[src/rtl/dma_gate_pkg.sv]
package dma_gate_pkg;
  typedef enum logic [1:0] {
    MODE_AT    = 2'b00,
    MODE_PS2   = 2'b01,
    MODE_M30   = 2'b10,
    MODE_ATALT = 2'b11
  } ifMode_e;

  typedef enum logic [1:0] {
    XF_TO_MEM   = 2'b00,
    XF_FROM_MEM = 2'b01,
    XF_VERIFY   = 2'b10,
    XF_NONE     = 2'b11
  } xfer_e;

  typedef struct packed {
    logic consume;
    logic clearAll;
    logic irqGate;
    logic densInvert;
  } ctrlStrb_t;
endpackage

[src/rtl/dma_gate_dp.sv]
module dma_gate_dp
  import dma_gate_pkg::*;
#(
  parameter int DEPTH = 16
) (
  input  logic      clk,
  input  logic      rstN,
  input  ctrlStrb_t strb,
  input  logic      dataReady,
  input  logic [1:0] xferType,
  input  logic      intEvent,
  input  logic      densHigh,
  output logic      curNonZero,
  output logic      nxtNonZero,
  output logic      irqOut,
  output logic      denselOut,
  output logic      memRdStb,
  output logic      memWrStb
);
  localparam int CW = $clog2(DEPTH + 1);
  localparam logic [CW-1:0] CAP = CW'(DEPTH);

  logic [CW-1:0] pendCnt;
  logic [CW-1:0] pendNxt;
  xfer_e         xfKind;

  assign xfKind = xfer_e'(xferType);

  // pending byte count with saturation, R10 clear on terminal count
  always_comb begin
    pendNxt = pendCnt;
    if (strb.clearAll) begin
      pendNxt = '0;
    end else if (dataReady && !strb.consume) begin
      if (pendCnt != CAP) pendNxt = pendCnt + 1'b1;
    end else if (!dataReady && strb.consume) begin
      pendNxt = pendCnt - 1'b1;
    end
  end

  assign curNonZero = (pendCnt != '0);
  assign nxtNonZero = (pendNxt != '0);

  always_ff @(posedge clk or negedge rstN) begin
    if (!rstN) begin
      pendCnt   <= '0;
      irqOut    <= 1'b0;
      denselOut <= 1'b0;
      memRdStb  <= 1'b0;
      memWrStb  <= 1'b0;
    end else begin
      pendCnt   <= pendNxt;
      irqOut    <= intEvent && strb.irqGate;
      denselOut <= densHigh ^ strb.densInvert;
      memWrStb  <= strb.consume && (xfKind == XF_TO_MEM);
      memRdStb  <= strb.consume && (xfKind == XF_FROM_MEM);
    end
  end

  a_r8_count_cap: assert property (@(posedge clk) disable iff (!rstN)
    pendCnt <= CAP);

  a_r9_verify_quiet: assert property (@(posedge clk) disable iff (!rstN)
    (strb.consume && xfKind == XF_VERIFY) |=> (!memRdStb && !memWrStb));

  a_r9_one_strobe: assert property (@(posedge clk) disable iff (!rstN)
    !(memRdStb && memWrStb));
endmodule

[src/rtl/dma_gate_ctrl.sv]
module dma_gate_ctrl
  import dma_gate_pkg::*;
(
  input  logic      clk,
  input  logic      rstN,
  input  logic [1:0] ifMode,
  input  logic      dorDmaEn,
  input  logic      specDmaMode,
  input  logic      burstEn,
  input  logic      dmaAck,
  input  logic      termCount,
  input  logic      curNonZero,
  input  logic      nxtNonZero,
  output ctrlStrb_t strb,
  output logic      drqOut,
  output logic      doneOut
);
  ifMode_e modeKind;
  logic    dmaGate;
  logic    reqOk;
  logic    ackHit;
  logic    tcHit;
  logic    drqNxt;

  assign modeKind = ifMode_e'(ifMode);
  // PS/2 ignores the output-register enable
  assign dmaGate  = (modeKind == MODE_PS2) || dorDmaEn;
  assign reqOk    = dmaGate && specDmaMode;
  assign ackHit   = dmaAck && drqOut;
  assign tcHit    = ackHit && termCount;

  always_comb begin
    strb.consume    = ackHit;
    strb.clearAll   = tcHit;
    strb.irqGate    = dmaGate;
    strb.densInvert = (modeKind == MODE_PS2) || (modeKind == MODE_M30);
  end

  // single gap, R7 burst hold
  always_comb begin
    if (!reqOk || tcHit)  drqNxt = 1'b0;
    else if (ackHit)      drqNxt = burstEn && nxtNonZero;
    else                  drqNxt = curNonZero;
  end

  always_ff @(posedge clk or negedge rstN) begin
    if (!rstN) begin
      drqOut  <= 1'b0;
      doneOut <= 1'b0;
    end else begin
      drqOut  <= drqNxt;
      doneOut <= tcHit;
    end
  end

  a_r5_no_drq_pio: assert property (@(posedge clk) disable iff (!rstN)
    !specDmaMode |=> !drqOut);

  a_r2_gate_closed: assert property (@(posedge clk) disable iff (!rstN)
    (!dorDmaEn && modeKind != MODE_PS2) |=> !drqOut);

  a_r6_single_gap: assert property (@(posedge clk) disable iff (!rstN)
    (dmaAck && drqOut && !burstEn) |=> !drqOut);

  a_r10_tc_end: assert property (@(posedge clk) disable iff (!rstN)
    (dmaAck && drqOut && termCount) |=> (!drqOut && doneOut));

  a_r10_done_pulse: assert property (@(posedge clk) disable iff (!rstN)
    doneOut |=> !doneOut);
endmodule

[src/rtl/dma_req_gate.sv]
module dma_req_gate
  import dma_gate_pkg::*;
#(
  parameter int DEPTH = 16
) (
  input  logic       clk,
  input  logic       rstN,
  input  logic [1:0] ifMode,
  input  logic       dorDmaEn,
  input  logic       specDmaMode,
  input  logic       burstEn,
  input  logic [1:0] xferType,
  input  logic       dataReady,
  input  logic       dmaAck,
  input  logic       termCount,
  input  logic       intEvent,
  input  logic       densHigh,
  output logic       drq,
  output logic       irqOut,
  output logic       denselOut,
  output logic       memRdStb,
  output logic       memWrStb,
  output logic       xferDone
);
  ctrlStrb_t strb;
  logic      curNonZero;
  logic      nxtNonZero;

  dma_gate_ctrl u_ctrl (
    .clk(clk), .rstN(rstN), .ifMode(ifMode), .dorDmaEn(dorDmaEn),
    .specDmaMode(specDmaMode), .burstEn(burstEn), .dmaAck(dmaAck),
    .termCount(termCount), .curNonZero(curNonZero), .nxtNonZero(nxtNonZero),
    .strb(strb), .drqOut(drq), .doneOut(xferDone)
  );

  dma_gate_dp #(.DEPTH(DEPTH)) u_dp (
    .clk(clk), .rstN(rstN), .strb(strb), .dataReady(dataReady),
    .xferType(xferType), .intEvent(intEvent), .densHigh(densHigh),
    .curNonZero(curNonZero), .nxtNonZero(nxtNonZero), .irqOut(irqOut),
    .denselOut(denselOut), .memRdStb(memRdStb), .memWrStb(memWrStb)
  );
endmodule

[config.mk]
export PLATFORM = sky130hd
export DESIGN_NAME = dma_req_gate
export DESIGN_NICKNAME = d
export VERILOG_FILES = /design/src/rtl/dma_gate_pkg.sv /design/src/rtl/dma_gate_dp.sv /design/src/rtl/dma_gate_ctrl.sv /design/src/rtl/dma_req_gate.sv
export SDC_FILE = /design/constraint.sdc
export NUM_CORES = 1
export LEC_CHECK = 0
export BUFFER_PORTS_ARGS = -buffer_cell sky130_fd_sc_hd__buf_2
export CELL_PAD_IN_SITES_DETAIL_PLACEMENT = 1
export CELL_PAD_IN_SITES_GLOBAL_PLACEMENT = 1
export CORE_MARGIN = 1
export CORE_UTILIZATION = 30
export CTS_CLUSTER_DIAMETER = 40
export CTS_CLUSTER_SIZE = 40
export DETAILED_ROUTE_END_ITERATION = 8
export PLACE_DENSITY = 0.68
export SYNTH_ARGS = -nofsm -noshare
export SYNTH_HDL_FRONTEND = slang
export SYNTH_SLANG_ARGS = --single-unit
export TNS_END_PERCENT = 1
[constraint.sdc]
create_clock -name clk -period 2.4 [get_ports clk]
set_clock_uncertainty 0.05 [all_clocks]
set_input_delay 0.24 -clock clk [delete_from_list [all_inputs] [get_ports clk]]
set_output_delay 0.24 -clock clk [all_outputs]
set_load 0.03 [all_outputs]
==> results of run 1 <==
kinds of logic after synthesis:
logic type,Yosys count,share of synthesized area
flip-flops,11,0.384
adder cells (fa/ha/maj),3,0.0524
buffers and inverters,11,0.0838
AO/OA/AOI/OAI,20,0.204
AND/OR/NAND/NOR,28,0.264
XOR/XNOR,1,0.0122
power breakdown:
| group | internal (W) | switching (W) | leakage [nW] |
|---|---|---|---|
| clock network | 0.0000643 | 0.0000608 | 0.0150 |
| logic | 0.000134 | 0.000162 | 0.228 |
| registers | 0.000232 | 0.0000831 | 0.134 |
per-stage QoR:
stage / area [um^2] / hold slack [ns] / setup WS [ns] / total power [W] / util
final: 846 / 0.0899 / 0.387 / 0.000736 / 0.379
after global routing: 846 / 0.0854 / 0.256 / 0.000791 / 0.379
after CTS: 846 / 0.0881 / 0.371 / 0.000738 / 0.379
after detailed placement: 810 / 0.0783 / 0.400 / 0.000611 / 0.362
after global placement: 810 / 0.0787 / 0.456 / 0.000606 / 0.362
after floorplan: 717 / -0.106 / 0.651 / 0.000552 / -
what timing repair did:
| action | 4_1_cts | 5_1_grt |
|---|---|---|
| endpoints found under the setup margin | 0 | 0 |
| hold buffers | 1 | 0 |
| hold endpoints to repair | 11 | 0 |
worst max-delay path: cells and delay by family, from the launching register on:
kind	cells	cell delay (ns)
buffers and inverters	1	0.08
AO/OA/AOI/OAI	4	0.57
AND/OR/NAND/NOR	2	0.54
adder cells (fa/ha/maj)	1	0.21
flip-flops	1	0.44
cell usage after synthesis:
master / n / area share
and2_1: 1 / 0.0087
and3_1: 1 / 0.0087
o21ai_0: 3 / 0.021
nand4b_1: 2 / 0.024
o21a_1: 1 / 0.010
nor2_1: 2 / 0.010
o22ai_1: 1 / 0.0087
nand2_1: 4 / 0.021
o21ai_1: 1 / 0.0070
clkinv_1: 1 / 0.0052
o211ai_1: 1 / 0.010
a32oi_1: 3 / 0.037
a32oi_2: 1 / 0.023
xnor2_1: 1 / 0.012
a221oi_1: 1 / 0.012
and2_4: 1 / 0.012
dfrtp_1: 11 / 0.38
a22oi_1: 2 / 0.021
ha_1: 3 / 0.052
a311oi_1: 1 / 0.012
nor3_1: 2 / 0.014
a31oi_1: 1 / 0.0087
a21oi_1: 3 / 0.021
buf_2: 3 / 0.021
and2b_1: 1 / 0.010
o32ai_1: 1 / 0.012
and3b_1: 1 / 0.012
nor4b_4: 1 / 0.033
nor4bb_1: 1 / 0.014
nor4_1: 2 / 0.017
or3_1: 2 / 0.017
nor3b_1: 3 / 0.031
buf_6: 2 / 0.031
inv_1: 5 / 0.026
nand3_1: 4 / 0.028
state kept, by name, indices dropped and copies added (netlist names):
signal	count
u_dp.pendCnt	5
u_dp.denselOut	1
u_dp.irqOut	1
u_ctrl.drqOut	1
u_dp.memWrStb	1
u_dp.memRdStb	1
u_ctrl.doneOut	1
final cells by class:
type                       instances  area (um^2)  area share
inverter                           6         22.5      0.0266
timing repair buffer              20          105       0.124
multi-input combinational         52          382       0.451
clock buffer                       4         26.3      0.0311
sequential                        11          275       0.325
tap                               28         35.0      0.0414
per-layer routing:
metal	wire (um)	up-vias	track usage	share of wire
li1	-	316	-	-
met1	808	306	0.175	0.46
met2	895	8	0.264	0.51
met3	47	2	0.0536	0.027
met4	12	0	0.0417	0.0068
met5	0	-	0	0
worst max-delay path by stage:
stage,start,endpoint,slack (ns),cells past startpoint
floorplan,u_dp.pendCnt[0],u_ctrl.drqOut,0.65,8
global placement,u_dp.pendCnt[1],u_ctrl.drqOut,0.46,8
detailed placement,u_dp.pendCnt[0],u_ctrl.drqOut,0.40,8
finish,u_dp.pendCnt[0],u_ctrl.drqOut,0.39,8
global route,u_dp.pendCnt[1],u_ctrl.drqOut,0.26,8
CTS,u_dp.pendCnt[0],u_ctrl.drqOut,0.37,8
==> impl_results.md, run 1 <==
* Antenna violations before repair at 0
* Worst Tran Pin Value at 0.351 ns
* Fillers at around 280
* # clock sinks at 11
* Drt wl/cell at 14.6 um
* CP Data Arrival Time at 2.10 ns
* H-Tree Depth at 1
* DP HPWL at between 1000 and 1500 um
* Grt ovf at 0
* Area growth syn-to-layout at 18.0%
* Via-to-Cell Ratio at 5.22
* Largest net degree at the start of global routing at 13
* Fmax at approximately 0.50 GHz
* Startpoint type of the worst setup path: register
* Num CTS Buffers at 3
* Iteration-0 DRC count of the detailed router at 10
* Syn Area/Cell at a little under 10 um^2
* Worst Hold Launch: xferType[0]
* Hold path depth at 2
* Most common cell after layout, fill and taps aside: buf_2
* RSZ-0062 raised after global routing: false
* Final setup fails at 0
* Resized Gates After CTS at 0
* Max-cap violations at 0
* Synthesized Nets at between 90 and 100
* Cell count after synthesis at 74
* Post-detailed-route count of antenna-violating nets at 0
* Finished Layout Cells at about 120
* Total GRT Usage at 0.152
* Residual DRC at 0
* Final WL at 1760 um
* Post-Place Cells at 116
* Clock latency on the worst-skew pair at between 0.2 and 0.3 ns
* Die H at between 50 and 60 um
* Clk slew on worst S/H paths at around 0.07 ns
* Reg-to-Reg End: u_ctrl.drqOut
* CTS tree: yes
* Die X at a little over 50 um
* Crit path largest cell delay at 0.44 ns
* DR pass1 iterations at 4
* WP data required at 2.49 ns
* Worst R2R Path Depth at 8
* Total Die Area at 2590 um^2
* Seq cells post-synth at 11
* Post-CTS Repair Setup Buffers at 0
* Root Driver: clkbuf_4
* Nets at roughly 110
* Seq/Total Area, Yosys at 0.384
* First-pass GRT wire length at 2840 um
* Distinct cells, synth at 35
* Rel. slew slack at 0.765
* Most frequent cells in the layout: buf_2 (19), dfrtp_1 (11), inv_1 (5), nand2_1 (4), nand3_1 (4)
* I/O Pins at 20
* Status: finished clean
* Endpoint, Worst Hold: u_dp.memWrStb
* Site Rows at 17
* CP Class: register to register
* Final Hold Viols at 0
* Share of cells above drive strength 1 at 0.269
* Vias in the first global route at 610
* Clock Path Buffers at 2
* Ys Warns at 0
* Via count at 632
* Tmin final at 2.01 ns
* Hold crit path type: input pin to register
* Initial Util at 0.321
* Gpl congestion at around 0.77
* Crit-path max FO at 6
* Core footprint at 2230 um^2
* Slew Limit Fails at 0
* Worst path slowest cell: dfrtp_1
* Cells along the critical path: inv_1 > ha_1 > nor3b_1 > o21ai_1 > a22oi_1 > o211ai_1 > nor4b_4 > o32ai_1
* Fin crit share at 0.839
* Reg2reg start: u_dp.pendCnt[0]
* Maximum VDD drop at between 0.3 and 0.4 mV
* Cell leakage power at 0.377 nW
* CP endpoint kind: register
* Diode count at 0
* PortBufs at 19
* Mapped cell area at 717 um^2
* R2R Setup Slk at approximately 0.39 ns
* Setup TNS at 0 ns
* Power Dens Cells at ~870 nW/um^2
No activity file was read; power rests on OpenSTA's default activity.
==> run 2, diff against run 1 <==
--- a/config.mk
+++ b/config.mk
@@ -5,6 +5,7 @@
 export SDC_FILE = /design/constraint.sdc
 export NUM_CORES = 1
 export LEC_CHECK = 0
+export ABC_AREA = 1
 export BUFFER_PORTS_ARGS = -buffer_cell sky130_fd_sc_hd__buf_2
 export CELL_PAD_IN_SITES_DETAIL_PLACEMENT = 1
 export CELL_PAD_IN_SITES_GLOBAL_PLACEMENT = 1
@@ -13,7 +14,7 @@
 export CTS_CLUSTER_DIAMETER = 40
 export CTS_CLUSTER_SIZE = 40
 export DETAILED_ROUTE_END_ITERATION = 8
-export PLACE_DENSITY = 0.68
+export PLACE_DENSITY = 0.72
 export SYNTH_ARGS = -nofsm -noshare
 export SYNTH_HDL_FRONTEND = slang
 export SYNTH_SLANG_ARGS = --single-unit
==> constraint.sdc (replaced) <==
create_clock -name clk -period 1.95 [get_ports clk]
set_clock_uncertainty 0.05 [all_clocks]
set_input_delay 0.195 -clock clk [delete_from_list [all_inputs] [get_ports clk]]
set_output_delay 0.195 -clock clk [all_outputs]
set_load 0.03 [all_outputs]
==> run 2 against run 1 <==
Power rose by 28%. Critical path depth rose by 3. Combinational power rose by 37%. Sequential cell count did not move. Sequential share of layout area rose by 0.39 points. Synthesized cell count rose by 27%. Largest power group is now combinational logic. Routed wire length fell by 2.3%. Global-route usage rose by 1.4 points. Cell count rose by 19%.
==> impl_results.md, run 2 <==
* Syn Area/Cell at 7.25 um^2 (-25%)
* Iteration-0 DRC count of the detailed router at 10 (unchanged)
* Via count at 684 (+8.2%)
* Endpoint, Worst Hold: u_dp.memRdStb
* Root Driver: clkbuf_4
* Clk slew on worst S/H paths at 0.08 ns (about the same)
* Worst R2R Path Depth at 11 (+3)
* Worst Tran Pin Value at 0.288 ns (-0.0628 ns)
* DP HPWL at 1380 um (+3.1%)
* Register bank with the most flops: u_dp.pendCnt
* Reg2reg start: u_dp.pendCnt[0]
* Ranking of synthesized cells by area: dfrtp_1 (40%), nand2_1 (17%), nand3_1 (10%)
* Seq/Total Area, Yosys at 0.404 (+0.0197)
* Hold path depth at 2 (unchanged)
* Status: finished clean
* First-pass GRT wire length at 3080 um (+8.5%)
* Setup TNS at 0 ns (unchanged)
* Most common cell after layout, fill and taps aside: nand2_1
* Worst Hold Launch: xferType[1]
* Ys flop type: dfrtp_1
* PortBufs at 19 (unchanged)
* # clock sinks at 11 (unchanged)
* Worst path slowest cell: dfrtp_1
* Die X at 49.7 um (-2.4%)
* I/O Pins at 20 (unchanged)
* Power Dens Cells at 1120 nW/um^2 (+29%)
* Hold crit path type: input pin to register
* Residual DRC at 0 (unchanged)
* Final WL at 1720 um (-2.3%)
* FFs w/ async S/R, synth at 1.00 (unchanged)
* Fillers at 290 (+3.9%)
* Final Hold Viols at 0 (unchanged)
* Clock Path Buffers at 2 (unchanged)
* Share of cells above drive strength 1 at 0.239 (-0.0295)
* Area growth syn-to-layout at 22.6%
* Post-synth top area cell: dfrtp_1
* Post-detailed-route count of antenna-violating nets at 0 (unchanged)
* Worst hold margin at 0.0316 ns (-0.0583 ns)
* Crit path largest cell delay at 0.44 ns (about the same)
* Max-cap violations at 0 (unchanged)
* Site Rows at 16 (-1)
* Most frequent cell after synthesis: nand2_1
* Mapped cell area at 682 um^2 (-4.9%)
* Vias in the first global route at 694 (+14%)
* Grt ovf at 0 (unchanged)
* Area of the multi-input gates at 335 um^2 (-12%)
* Post-synth EDFFs at 0 (unchanged)
* Ys Warns at 0 (unchanged)
* Via-to-Cell Ratio at 4.75 (-9.1%)
* Tmin final at 1.66 ns (-0.349 ns)
* Resized Gates After CTS at 0 (unchanged)
* Core footprint at 2040 um^2 (-8.6%)
* Distinct cells, synth at 19 (-46%)
* Clock latency on the worst-skew pair at 0.28 ns (+0.02 ns)
* Max reg flops at 5 (unchanged)
* Final setup fails at 0 (unchanged)
* Cell mode on critical path: nand2_1
* R2R Setup Slk at 0.29 ns (-0.10 ns)
* Num CTS Buffers at 3 (unchanged)
* Diode count at 0 (unchanged)
* Crit-path max FO at 6 (unchanged)
* Fin crit share at 0.853 (+0.0145)
* CP Data Arrival Time at 1.78 ns (-0.32 ns)
* Share of the synthesized area in the top cell type at 0.404 (+0.0197)
* Cell leakage power at 0.479 nW (+27%)
* Total Die Area at 2470 um^2 (-4.7%)
* H-Tree Depth at 1 (unchanged)
* Top post-synthesis cells by count: nand2_1 (30), inv_1 (14), nand3_1 (14), dfrtp_1 (11), nor2_1 (4)
* Fmax at 0.601 GHz (+21%)
* Rel. slew slack at 0.808 (+0.0429)
* Slew Limit Fails at 0 (unchanged)
* Seq cells post-synth at 11 (unchanged)
* Startpoint type of the worst setup path: register
* RSZ-0062 raised after global routing: false
* Reg-to-Reg End: u_ctrl.drqOut
* Synthesized Nets at 111 (+22%)
* Drt wl/cell at 12.0 um (-18%)
* Gpl congestion at 0.800 (+3.2%)
* Die H at 49.7 um (-2.4%)
* Most frequent cells in the layout: nand2_1 (30), buf_2 (19), inv_1 (14), nand3_1 (14), dfrtp_1 (11)
* Total GRT Usage at 0.166 (+0.0140)
* DR pass1 iterations at 4 (unchanged)
* Cells along the critical path: inv_1 > ha_1 > nand2_1 > nor2_2 > nand2_1 > nand2_1 > nand2_1 > nand3_1 > nand3_1 > o21bai_1 > a21oi_1
* WP data required at 2.07 ns (-0.42 ns)
* CP Class: register to register
* Initial Util at 0.334 (+0.0129)
* Critical Path Source: u_dp.pendCnt[0]
* Antenna violations before repair at 0 (unchanged)
* Largest net degree at the start of global routing at 12 (-1)
* CTS tree: yes
* Nets at 135 (+22%)
* Maximum VDD drop at 0.500 mV (+28%)
* Register Area at 275 um^2 (unchanged)
* CP endpoint kind: register
* Cell count after synthesis at 94 (+27%)
-- run 2: changes by cell type after synthesis, sizes merged, moves of 3 or more --
cell	before	now
nor2	2	6
nand3	4	14
a32oi	4	0
nand2	4	32
inv	5	16
o21ai	4	1
buf	5	1
nor3b	3	0
nand4	0	3
-- run 2: cells by family (layout without fill, tap and decap cells) --
family                     after synthesis  after routing  synth area share
xor gates and xnor gates                 1              1            0.0128
and+or+nand+nor                         56             56             0.369
DFF                                     11             11             0.404
adders and majority gates                3              3            0.0551
buffers and inverters                   17             40             0.105
AOI/OAI and AO/OA                        6              6            0.0551
-- run 2: through the flow --
stage	total power [W]	worst slack, ns	cell area [um^2]	std cells	utilization
global route	0.00104	0.168	836	144	0.409
CTS	0.000949	0.284	836	144	0.409
detailed placement	0.000778	0.297	800	139	0.392
floorplan	0.000678	0.454	682	94	-
global placement	0.000768	0.383	800	139	0.392
finish	0.000940	0.286	836	144	0.409
-- run 2: cell type report --
class | count | share of cell area
Inverter | 16 | 0.0719
Tap cell | 27 | 0.0404
Multi-Input combinational cell | 66 | 0.401
Clock buffer | 4 | 0.0314
Timing Repair Buffer | 20 | 0.126
Sequential cell | 11 | 0.329
-- run 2: worst max-delay path: cells and delay by family, from the launching register on --
kind                     cells  cell delay (ns)
adder cells (fa/ha/maj)      1             0.22
flip-flops                   1             0.44
AND/OR/NAND/NOR              7             0.54
AO/OA/AOI/OAI                2             0.20
buffers and inverters        1             0.10
-- run 2: routing by layer --
metal  share of wire  routed length, um  track usage
met5               0                  0            0
met4           0.023                 39       0.0857
met3           0.033                 57       0.0370
met2            0.45                767        0.273
met1            0.50                857        0.200
-- run 2: what timing repair did --
| action | CTS | global route |
|---|---|---|
| buffers inserted | 0 | 0 |
| endpoints found under the hold margin | 11 | 0 |
| hold buffers | 1 | 0 |
-- run 2: worst max-delay path by stage --
stage | to | slack (ns)
3_5_place_dp | u_ctrl.drqOut | 0.30
4_1_cts | u_ctrl.drqOut | 0.28
3_3_place_gp | u_ctrl.drqOut | 0.38
2_1_floorplan | u_ctrl.drqOut | 0.45
6_report | u_ctrl.drqOut | 0.29
5_1_grt | u_ctrl.drqOut | 0.17
-- run 2: power by group --
part           internal, W  switching, W
Sequential        0.000286     0.0000827
Combinational     0.000148      0.000257
Clock            0.0000795     0.0000869
